===== src/rtl/sar_seq_pkg.sv =====
// Package: shared state encoding and the acquisition-time lookup for the
// conversion sequencer. Assumes a 3-bit acquisition select code.
package sar_seq_pkg;

    typedef enum logic [1:0] {
        ST_IDLE  = 2'd0,
        ST_ACQ   = 2'd1,
        ST_CONV  = 2'd2,
        ST_RECOV = 2'd3
    } seq_state_t;

    localparam int ACQ_SEL_W = 3;
    localparam int ACQ_MAX   = 20;

    // Maps the acquisition select code to a TAD count.
    function automatic int unsigned acq_tad(input logic [ACQ_SEL_W-1:0] sel);
        case (sel)
            3'd0:    return 0;
            3'd1:    return 2;
            3'd2:    return 4;
            3'd3:    return 6;
            3'd4:    return 8;
            3'd5:    return 12;
            3'd6:    return 16;
            default: return 20;
        endcase
    endfunction

endpackage


===== src/rtl/sar_tad_timer.sv =====
// Module: down-counter in TAD units, shared by the acquisition and recovery
// phases. A load takes priority over counting. `last` flags the final TAD.
// Assumes the owner acts on `last` only together with `tick`.
module sar_tad_timer #(
    parameter int CNT_W = 5
) (
    input  logic             clk,
    input  logic             rst_n,
    input  logic             load,
    input  logic [CNT_W-1:0] load_val,
    input  logic             tick,
    output logic             last
);
    logic [CNT_W-1:0] cnt_q;

    // Loads a new period or counts one TAD down, stopping at zero.
    always_ff @(posedge clk) begin
        if (!rst_n)
            cnt_q <= '0;
        else if (load)
            cnt_q <= load_val;
        else if (tick && cnt_q != '0)
            cnt_q <= cnt_q - 1'b1;
    end

    assign last = (cnt_q == CNT_W'(1));

endmodule


===== src/rtl/sar_bit_engine.sv =====
// Module: successive-approximation register. On `init` it sets the trial
// code to the MSB. Each `advance` keeps or drops the bit under test from
// the comparator, then sets the next lower bit. `resolved` rises once every
// bit is decided. Assumes the owner stops advancing after `resolved`.
module sar_bit_engine #(
    parameter int RES_BITS = 10
) (
    input  logic                clk,
    input  logic                rst_n,
    input  logic                init,
    input  logic                advance,
    input  logic                comp_in,
    output logic [RES_BITS-1:0] code,
    output logic                resolved
);
    localparam logic [RES_BITS-1:0] MSB_ONE = {1'b1, {(RES_BITS-1){1'b0}}};

    logic [RES_BITS-1:0] code_q;
    logic [RES_BITS-1:0] mask_q;

    // Steps the bit under test from MSB towards LSB, one per advance.
    always_ff @(posedge clk) begin
        if (!rst_n) begin
            code_q <= '0;
            mask_q <= '0;
        end else if (init) begin
            code_q <= MSB_ONE;
            mask_q <= MSB_ONE;
        end else if (advance && mask_q != '0) begin
            code_q <= (comp_in ? code_q : (code_q & ~mask_q)) | (mask_q >> 1);
            mask_q <= mask_q >> 1;
        end
    end

    assign code     = code_q;
    assign resolved = (mask_q == '0);

    // at most one bit is under test at any time.
    assert_mask_onehot_R4: assert property (@(posedge clk) disable iff (!rst_n)
        $onehot0(mask_q));

endmodule


===== src/rtl/sar_result_regs.sv =====
// Module: result register pair. A conversion load has priority over software
// writes. Software writes pass only when the owner allows them. The value is
// presented right-justified across two bytes. Assumes 9 <= RES_BITS <= 16.
module sar_result_regs #(
    parameter int RES_BITS = 10
) (
    input  logic                clk,
    input  logic                rst_n,
    input  logic                load_conv,
    input  logic [RES_BITS-1:0] conv_val,
    input  logic                wr_ok,
    input  logic                wr_hi,
    input  logic                wr_lo,
    input  logic [7:0]          wr_data,
    output logic [7:0]          res_hi,
    output logic [7:0]          res_lo
);
    localparam int HI_W = RES_BITS - 8;

    logic [RES_BITS-1:0] val_q;

    // Takes a finished conversion or a permitted software byte write.
    always_ff @(posedge clk) begin
        if (!rst_n) begin
            val_q <= '0;
        end else if (load_conv) begin
            val_q <= conv_val;
        end else if (wr_ok) begin
            if (wr_hi) val_q[RES_BITS-1:8] <= wr_data[HI_W-1:0];
            if (wr_lo) val_q[7:0]          <= wr_data;
        end
    end

    assign res_hi = 8'(val_q[RES_BITS-1:8]);
    assign res_lo = val_q[7:0];

endmodule


===== src/rtl/sar_seq_ctrl.sv =====
// Module: top of the conversion sequencer. The state machine runs idle,
// optional acquisition, conversion (RES_BITS bit TADs plus one discharge
// TAD) and recovery. An abort from software or from a disable skips the
// result load. Assumes tad_tick is a one-cycle enable from an external
// divider and that comp_in is settled when tad_tick is sampled.
module sar_seq_ctrl
    import sar_seq_pkg::*;
#(
    parameter int RES_BITS = 10,
    parameter int REC_TAD  = 2
) (
    input  logic                clk,
    input  logic                rst_n,
    input  logic                tad_tick,
    input  logic                enable,
    input  logic [2:0]          acq_sel,
    input  logic                start_set,
    input  logic                stop_clr,
    input  logic                irq_clr,
    input  logic                comp_in,
    input  logic                wr_hi,
    input  logic                wr_lo,
    input  logic [7:0]          wr_data,
    output logic                busy,
    output logic                sample_closed,
    output logic                discharge,
    output logic [RES_BITS-1:0] dac_code,
    output logic                irq,
    output logic [7:0]          res_hi,
    output logic [7:0]          res_lo
);
    localparam int TMR_MAX = (ACQ_MAX > REC_TAD) ? ACQ_MAX : REC_TAD;
    localparam int CNT_W   = $clog2(TMR_MAX + 1);

    seq_state_t       state_q, state_d;
    logic             abort_rec_q, abort_rec_d;
    logic             irq_q;
    logic             tmr_load, tmr_last;
    logic [CNT_W-1:0] tmr_val;
    logic             eng_init, eng_adv, eng_done;
    logic             res_load, irq_set;
    logic             abort_req, start_ok;
    logic [CNT_W-1:0] acq_len;

    assign busy      = (state_q == ST_ACQ) || (state_q == ST_CONV);
    assign abort_req = busy && (stop_clr || !enable);
    assign start_ok  = (state_q == ST_IDLE) && enable && start_set && !stop_clr;
    assign acq_len   = CNT_W'(acq_tad(acq_sel));

    sar_tad_timer #(.CNT_W(CNT_W)) u_timer (
        .clk      (clk),
        .rst_n    (rst_n),
        .load     (tmr_load),
        .load_val (tmr_val),
        .tick     (tad_tick),
        .last     (tmr_last)
    );

    sar_bit_engine #(.RES_BITS(RES_BITS)) u_engine (
        .clk      (clk),
        .rst_n    (rst_n),
        .init     (eng_init),
        .advance  (eng_adv),
        .comp_in  (comp_in),
        .code     (dac_code),
        .resolved (eng_done)
    );

    sar_result_regs #(.RES_BITS(RES_BITS)) u_result (
        .clk       (clk),
        .rst_n     (rst_n),
        .load_conv (res_load),
        .conv_val  (dac_code),
        .wr_ok     (!busy),
        .wr_hi     (wr_hi),
        .wr_lo     (wr_lo),
        .wr_data   (wr_data),
        .res_hi    (res_hi),
        .res_lo    (res_lo)
    );

    // Next-state and control strobes of the sequencer.
    always_comb begin
        state_d     = state_q;
        abort_rec_d = abort_rec_q;
        tmr_load    = 1'b0;
        tmr_val     = CNT_W'(REC_TAD);
        eng_init    = 1'b0;
        eng_adv     = 1'b0;
        res_load    = 1'b0;
        irq_set     = 1'b0;
        case (state_q)
            ST_IDLE: begin
                if (start_ok) begin
                    if (acq_len == '0) begin
                        state_d  = ST_CONV;
                        eng_init = 1'b1;
                    end else begin
                        state_d  = ST_ACQ;
                        tmr_load = 1'b1;
                        tmr_val  = acq_len;
                    end
                end
            end
            ST_ACQ: begin
                if (abort_req) begin
                    state_d     = ST_RECOV;
                    tmr_load    = 1'b1;
                    abort_rec_d = 1'b1;
                end else if (tad_tick && tmr_last) begin
                    state_d  = ST_CONV;
                    eng_init = 1'b1;
                end
            end
            ST_CONV: begin
                if (abort_req) begin
                    state_d     = ST_RECOV;
                    tmr_load    = 1'b1;
                    abort_rec_d = 1'b1;
                end else if (tad_tick) begin
                    if (eng_done) begin
                        state_d     = ST_RECOV;
                        tmr_load    = 1'b1;
                        abort_rec_d = 1'b0;
                        res_load    = 1'b1;
                        irq_set     = 1'b1;
                    end else begin
                        eng_adv = 1'b1;
                    end
                end
            end
            default: begin
                if (tad_tick && tmr_last)
                    state_d = ST_IDLE;
            end
        endcase
    end

    // State register and the abort-recovery marker.
    always_ff @(posedge clk) begin
        if (!rst_n) begin
            state_q     <= ST_IDLE;
            abort_rec_q <= 1'b0;
        end else begin
            state_q     <= state_d;
            abort_rec_q <= abort_rec_d;
        end
    end

    // Sticky completion flag; a completion outranks a clear.
    always_ff @(posedge clk) begin
        if (!rst_n)
            irq_q <= 1'b0;
        else if (irq_set)
            irq_q <= 1'b1;
        else if (irq_clr)
            irq_q <= 1'b0;
    end

    assign irq           = irq_q;
    assign sample_closed = !((state_q == ST_CONV) ||
                             (state_q == ST_RECOV && abort_rec_q));
    assign discharge     = (state_q == ST_CONV && eng_done) ||
                           (state_q == ST_RECOV && abort_rec_q);

    // the last conversion TAD ends busy and raises the flag.
    assert_done_sets_irq_R5: assert property (@(posedge clk) disable iff (!rst_n)
        (state_q == ST_CONV && eng_done && tad_tick && !stop_clr && enable)
        |=> (irq && !busy));

    // an abort ends busy and leaves both result bytes untouched.
    assert_abort_keeps_result_R6: assert property (@(posedge clk) disable iff (!rst_n)
        (busy && (stop_clr || !enable))
        |=> (!busy && $stable(res_hi) && $stable(res_lo)));

    // a start during the recovery wait does not begin a conversion.
    assert_recov_blocks_start_R7: assert property (@(posedge clk) disable iff (!rst_n)
        (state_q == ST_RECOV && start_set) |=> !busy);

    // the array is never discharged while connected to the input.
    assert_discharge_isolated_R8: assert property (@(posedge clk) disable iff (!rst_n)
        discharge |-> !sample_closed);

    // a disabled converter stays out of busy.
    assert_disabled_no_start_R9: assert property (@(posedge clk) disable iff (!rst_n)
        (!busy && !enable) |=> !busy);

endmodule


===== config.mk =====
export PLATFORM = sky130hd
export DESIGN_NAME = sar_seq_ctrl
export DESIGN_NICKNAME = d
export VERILOG_FILES = /design/src/rtl/sar_seq_pkg.sv /design/src/rtl/sar_tad_timer.sv /design/src/rtl/sar_bit_engine.sv /design/src/rtl/sar_result_regs.sv /design/src/rtl/sar_seq_ctrl.sv
export SDC_FILE = /design/constraint.sdc
export NUM_CORES = 1
export LEC_CHECK = 0
export BUFFER_PORTS_ARGS = -buffer_cell sky130_fd_sc_hd__buf_2
export CAP_MARGIN = 15
export CORE_ASPECT_RATIO = 1.25
export CORE_UTILIZATION = 40
export DETAILED_ROUTE_END_ITERATION = 8
export GPL_TIMING_DRIVEN = 0
export SETUP_SLACK_MARGIN = 0.2
export SLEW_MARGIN = 20
export SYNTH_ARGS = -nofsm -noshare
export SYNTH_HDL_FRONTEND = slang
export SYNTH_SLANG_ARGS = --single-unit

===== constraint.sdc =====
create_clock -name clk -period 4.2 [get_ports clk]
set_clock_uncertainty 0.1 [all_clocks]
set_input_delay 0.84 -clock clk [delete_from_list [all_inputs] [get_ports clk]]
set_output_delay 0.84 -clock clk [all_outputs]
set_load 0.01 [all_outputs]

* After elaboration in Yosys (flattened, before gate mapping)
Index checks and enable logic that the tools add are counted.
** Word-level totals
- Bits in registers :: 39
- Bits of input ports :: 21
- Output and inout port bits :: 30
- Word-level logic and storage cells :: 114
** Operators by class
- $add $sub $neg :: 1
- Equal/unequal tests :: 16
- Muxes and demuxes :: 49
- Bitwise gates (word level) :: 4
- Reductions and logical operators :: 34
** Operator list (number)
- 2-to-1 mux 10 bit :: 7
- one-hot mux 5 bit (7 select lines) :: 1
- 2-to-1 mux 5 bit :: 5
- 2-to-1 mux 1 bit :: 22
- 2-to-1 mux 2 bit :: 9
- nonzero test 2 bit :: 6
- AND 10 bit :: 1
- zero test 10 bit :: 1
- NOT 10 bit :: 1
- OR 10 x 9 -> 10 bit :: 1
- nonzero test 10 bit :: 1
- equality test 3 bit (second input constant) :: 3
- logical AND 1 bit :: 9
- 2-to-1 mux 8 bit :: 1
- equality test 3 x 2 -> 1 bit (second input constant) :: 2
- != test 3 bit (second input constant) :: 2
- one-hot mux 2 bit (3 select lines) :: 1
- equality test 5 x 1 -> 1 bit (second input constant) :: 1
- zero test 5 bit :: 1
- AND reduction 5 bit :: 1
- nonzero test 5 bit :: 1
- subtractor 5 x 1 -> 5 bit (second input constant) :: 1
- equality test 2 bit (second input constant) :: 2
- logical OR 1 bit :: 4
- 15 further kinds :: 20

* Longest topological paths before layout
- Word-level depth :: 8
- Depth in mapped cells :: 8
- Mapped depth without buffers :: 6

* By module
From an unflattened synthesis, not the netlist that was laid out.
** Unflattened totals
- Cell total of the unflattened synthesis :: 247
- Area total of the unflattened synthesis :: 2085.8 um^2
** By module, submodules not included
- sar_bit_engine :: instances 1, cells an instance 87, area an instance 745.7 um^2, seq. area each 400.4 um^2
- sar_result_regs :: instances 1, cells an instance 63, area an instance 595.6 um^2, seq. area each 200.2 um^2
- sar_seq_ctrl :: instances 1, cells an instance 57, area an instance 426.7 um^2, seq. area each 80.1 um^2
- sar_tad_timer :: instances 1, cells an instance 40, area an instance 317.8 um^2, seq. area each 100.1 um^2

* Worst setup path after synthesis
OpenSTA, ideal clock, no wires.
- Path type :: input -> register
- Start point :: input port stop_clr
- End point :: register u_timer.cnt_q[3]
- Setup time :: 121 ps
- Arrival :: 2004 ps
- Required time :: 3979 ps
- Path slack :: 1975 ps
- Cell stages on the path :: 5
- Path buffers :: 1
- Cell sequence :: and4b_1 > buf_2 > nand2_1 > a221oi_4 > mux2_4
** On the way
- Longest elaborated chain between the ends :: 5
- Elaborated cells on any way between the ends :: 12
- Classes of those cells :: mux (7); reduce/logical (5)
** Ends and longest elaborated chain
- from (decl) :: RTL line sar_seq_ctrl.sv:18 : input logic stop_clr,
- logical OR 1 bit or zero test 1 bit (tied branches) :: RTL line sar_seq_ctrl.sv:46, sar_seq_ctrl.sv:47
- logical AND 1 bit, on equally long branches :: RTL line sar_seq_ctrl.sv:46, sar_seq_ctrl.sv:47
- 2-to-1 mux 1 bit (tied with other cells) :: RTL line sar_seq_ctrl.sv:116 : if (abort_req) begin
- one-hot mux 1 bit (3 select lines) or 2-to-1 mux 5 bit (tied branches) :: RTL line sar_seq_ctrl.sv:92 : case (state_q)
- 2-to-1 mux 5 bit or nonzero test 2 bit (tied branches)
- to (signal assigned) :: RTL line sar_tad_timer.sv:21 : cnt_q <= load_val;
- to (signal assigned) :: RTL line sar_tad_timer.sv:23 : cnt_q <= cnt_q - 1'b1;
- to (decl) :: RTL line sar_tad_timer.sv:14 : logic [CNT_W-1:0] cnt_q;
Several ways; a longest one is shown, not always the timed one.
A chain may end at the register's enable or synchronous reset.

* Final worst setup path
- Start point :: register u_engine.mask_q[5]
- End point :: output port discharge
** On the way
- Longest elaborated chain between the ends :: 3
** Ends and longest elaborated chain
- from (decl) :: RTL line sar_bit_engine.sv:19 : logic [RES_BITS-1:0] mask_q;
- from (signal assigned) :: RTL line sar_bit_engine.sv:31 : mask_q <= mask_q >> 1;
- zero test 10 bit :: RTL line sar_bit_engine.sv:36 : assign resolved = (mask_q == '0);
- logical AND 1 bit :: RTL line sar_seq_ctrl.sv:163 : assign discharge = (state_q == ST_CONV && eng_done) ||
- logical OR 1 bit :: RTL line sar_seq_ctrl.sv:163
- to (decl) :: RTL line sar_seq_ctrl.sv:26 : output logic discharge,
Every way passes these cells.

==> run summary <==
The run finished with clean final reports. The final-report max-slew violation count was 0. The number of resized instances in the post-cts repair step is 0. The analysis attributes to cell leakage a power of 1.06 nW. The x dimension of the die came out at 66.8 µm. At the end of routability-driven placement, the weighted congestion stood at 0.800. Of the post-synthesis cell area, the dominant cell type holds 0.372. In the synthesized netlist the async set-or-reset flop fraction comes to 0. The number of antenna diodes is 0. The final setup slack of the worst path is 1.58 ns. The number of iterations in the first detailed-routing pass is 4. Together, buffers and inverters on the worst path number 2. The maximum count of clock buffers along a single path is 2.

The most used flip-flop cell after synthesis is sky130_fd_sc_hd__dfxtp_1. The first routing iteration left 102 violations. The clock latency reported for the late side of the worst-skew pair came out at 0.29 ns. The startpoint class of the critical path is a register. After synthesis the netlist holds a flip-flop and latch count of 39.

The number of fill cells is 521. The count of vias placed by the detailed router came out at 1878. The final cell count without fillers is 353. The worst slack on hold paths came out at 0.370 ns. The unique cell type count in the Yosys netlist is 44. The total power consumption of the routed design came out at 1.24 mW. The min-delay analysis places its worst path in the category reg2reg. The floorplan die area is 5540 µm². The worst hold path begins at irq. The number of cells after detailed placement came out at 345. The post-synthesis sequential area ratio came out at 0.372. The origin of the worst setup path is u_engine.mask_q[5].

Yosys printed 0 warnings. The initial cell density of the core is 0.413. The most frequent cell on the critical path is sky130_fd_sc_hd__buf_2. In this run the post-CTS setup repair buffer count came out at 0. The total detailed-routing wirelength is 4870 µm. The initial antenna violation count is 0. The standard-cell row count came out at 29. The worst register-to-register path begins at state_q[0]. The fraction of layout cells with a size suffix above 1 is 0.254.

In this run the power density over the cells is 497 nW/µm². The shortest period the worst path allows is 2.62 ns. By area the synthesized netlist is led by sky130_fd_sc_hd__dfxtp_1 37%, sky130_fd_sc_hd__mux2i_1 7.2%, sky130_fd_sc_hd__a21oi_1 6.0%. The pin slew with the least headroom to its limit is 0.560 ns. In this run the cell area of the synthesized design comes to 2100 µm². The cts-stage hold buffer count came out at 0. The first-pass GRT wire length is 8110 µm. Data arrives at the worst endpoint at 1.68 ns. The synthesized design spends more area on one cell type than any other, namely sky130_fd_sc_hd__dfxtp_1. By startpoint and endpoint, the worst setup path is classified as reg2out.

The core box area came out at 5080 µm². Setup repair after global routing left no endpoint under its margin. The setup TNS after final layout came out at 0 ns. The TritonCTS buffer count came out at 5. In this run the remaining antenna-violating nets after routing total 0.

The average via count per standard cell came out at 5.32. The maximum frequency from static timing analysis is 382 MHz. The count of final hold-check violations came out at 0.

The number of max-cap violations is 0. The post-synthesis area per instance is 8.93 µm². For this run, the slowest stage of the critical path takes 0.38 ns.

The die is 83.0 µm tall. After global routing the overflow that remains totals 0. Entering global routing, the biggest net connects 13 pins. At the placement stage, the worst setup path has a slack of 1.57 ns.

The area growth from synthesis to layout is 18.9%. The number of global-route vias before repair is 1658. The detailed placer's ending HPWL came out at 3570 µm. During placement, the flow inserted port buffers numbering 43. For this design, the slowest cell found on the critical path is sky130_fd_sc_hd__dfxtp_1. The multi-input combinational cells in the finished layout cover a total of 1190 µm². The number of enable-type register cells in the synthesized netlist came out at 0. The DRC violation count after routing came out at 0. 51 I/O pins were placed. The signal on the critical path passes through nor4_4 > and3_2 > buf_2 > a22o_1 > buf_2. After detailed routing, the average wire length per cell comes to 13.8 µm. The clock slew seen by the registers of the worst setup and hold paths came out at 0.08 ns. The depth of the CTS H-tree came out at 2. The number of clock sinks seen by CTS came out at 39. Across the whole layout, storage elements account for 781 µm². The worst setup path is captured at an output port.

Setup violations remaining at the end of the flow were counted as 0. The net count of the finished layout is 319. The cell class contributing the biggest share of worst-path delay is simple AND/OR/NAND/NOR gates.

VDD sags by at most 222 µV. The required arrival time at the worst endpoint is 3.26 ns. TritonCTS built the clock tree. The worst relative slew slack is 0.627. The root buffer cell is sky130_fd_sc_hd__clkbuf_8. The total routing usage reported by global routing came out at 0.190.

The final cycle utilization of the critical path is 0.624. In the synthesized netlist, the number of instances is 235. The maximum fanout along the worst path came out at 7.
worst reg2reg max path, delay by kind of cell (launching register included):
kind	cells	cell delay (ns)
flip-flops	1	0.41
buffers and inverters	4	0.80
AO/OA/AOI/OAI	3	0.64
adder cells (fa/ha/maj)	1	0.31
synthesized netlist by cell type (3+ instances only):
library cell and n:
sky130_fd_sc_hd__ha_1 8, sky130_fd_sc_hd__mux2i_1 15, sky130_fd_sc_hd__nand3_1 6, sky130_fd_sc_hd__nor2b_1 6, sky130_fd_sc_hd__nand2b_1 3, sky130_fd_sc_hd__inv_1 9, sky130_fd_sc_hd__nor2_1 6, sky130_fd_sc_hd__buf_4 6
sky130_fd_sc_hd__nand2_1 24, sky130_fd_sc_hd__buf_2 7, sky130_fd_sc_hd__clkbuf_1 7, sky130_fd_sc_hd__a311oi_1 7, sky130_fd_sc_hd__a31oi_1 4, sky130_fd_sc_hd__dfxtp_1 39, sky130_fd_sc_hd__o21ai_0 5, sky130_fd_sc_hd__a211oi_1 10
sky130_fd_sc_hd__a21oi_1 25, sky130_fd_sc_hd__nor3_1 15
path summary, 6_finish.rpt:
kind                            cells after the start  slack [ns]                to
worst max-delay path                                5        1.58         discharge
worst min-delay path                                2        0.37               irq
worst max register to register                      8        1.82  u_engine.code[0]
worst min register to register                      2        0.37               irq
cell families (layout without fill, tap and decap cells):
logic type                 after synthesis  count (layout)  synth area share
adders and majority gates                8               8            0.0477
and+or+nand+nor                         70              70             0.184
muxes                                   18              18            0.0894
DFF                                     39              39             0.372
buffers and inverters                   30              81            0.0686
other                                    1               6           0.00179
xor gates and xnor gates                 1               1           0.00417
AOI/OAI and AO/OA                       68              68             0.233
sequential cells by signal, indices dropped and copies added, names as in the netlist:
| name | flops |
|---|---|
| state_q | 2 |
| abort_rec_q | 1 |
| u_timer.cnt_q | 5 |
| u_result.val_q | 10 |
| u_engine.code | 10 |
| irq | 1 |
| u_engine.mask_q | 10 |
per-layer routing:
metal,vias up,part of all wire,GRT usage
li1,967,-,-
met1,862,0.49,0.267
met2,45,0.46,0.286
met3,4,0.040,0.0412
met4,0,0.012,0.0580
met5,-,0,0
cells in the final DEF, fill, tap and decap left out, types with 2 or more instances in the layout:
cell	n
sky130_fd_sc_hd__buf_4	6
sky130_fd_sc_hd__nand2_1	24
sky130_fd_sc_hd__inv_1	9
sky130_fd_sc_hd__clkbuf_8	5
sky130_fd_sc_hd__or3_1	2
sky130_fd_sc_hd__a21oi_1	25
sky130_fd_sc_hd__o21a_1	2
sky130_fd_sc_hd__a311o_1	2
sky130_fd_sc_hd__conb_1	6
sky130_fd_sc_hd__mux2_2	2
sky130_fd_sc_hd__buf_2	50
sky130_fd_sc_hd__nor3_1	15
sky130_fd_sc_hd__a31oi_1	4
sky130_fd_sc_hd__nor2b_1	6
sky130_fd_sc_hd__o211ai_2	2
sky130_fd_sc_hd__nor4_4	2
sky130_fd_sc_hd__ha_1	8
sky130_fd_sc_hd__nor2_1	6
sky130_fd_sc_hd__a211oi_1	10
sky130_fd_sc_hd__clkbuf_1	8
sky130_fd_sc_hd__o21ai_0	5
sky130_fd_sc_hd__nand2b_1	3
sky130_fd_sc_hd__o31ai_1	2
sky130_fd_sc_hd__mux2i_1	15
sky130_fd_sc_hd__dfxtp_1	39
sky130_fd_sc_hd__a311oi_1	7
sky130_fd_sc_hd__nand3_1	6
stage by stage:
stage / utilization / instance area [µm²]
floorplan: - / 2120
global placement: 0.474 / 2410
detailed placement: 0.474 / 2410
CTS: 0.491 / 2490
global route: 0.491 / 2490
finish: 0.491 / 2490
power by group:
group | internal [mW] | leakage (nW) | switching (mW)
Clock | 0.116 | 0.0412 | 0.133
Sequential | 0.427 | 0.317 | 0.0440
Combinational | 0.237 | 0.698 | 0.283
Total | 0.781 | 1.06 | 0.460
area by class of cell:
class,count,share of cell area
multi-input cells,171,0.478
flip-flops and latches,39,0.313
repair buffers,43,0.0863
plain buffers,20,0.0426
well taps,62,0.0311
clock buffers,6,0.0291
inverters,10,0.0150
clock inverters,2,0.00502
Power figures use the tool's default switching activity.
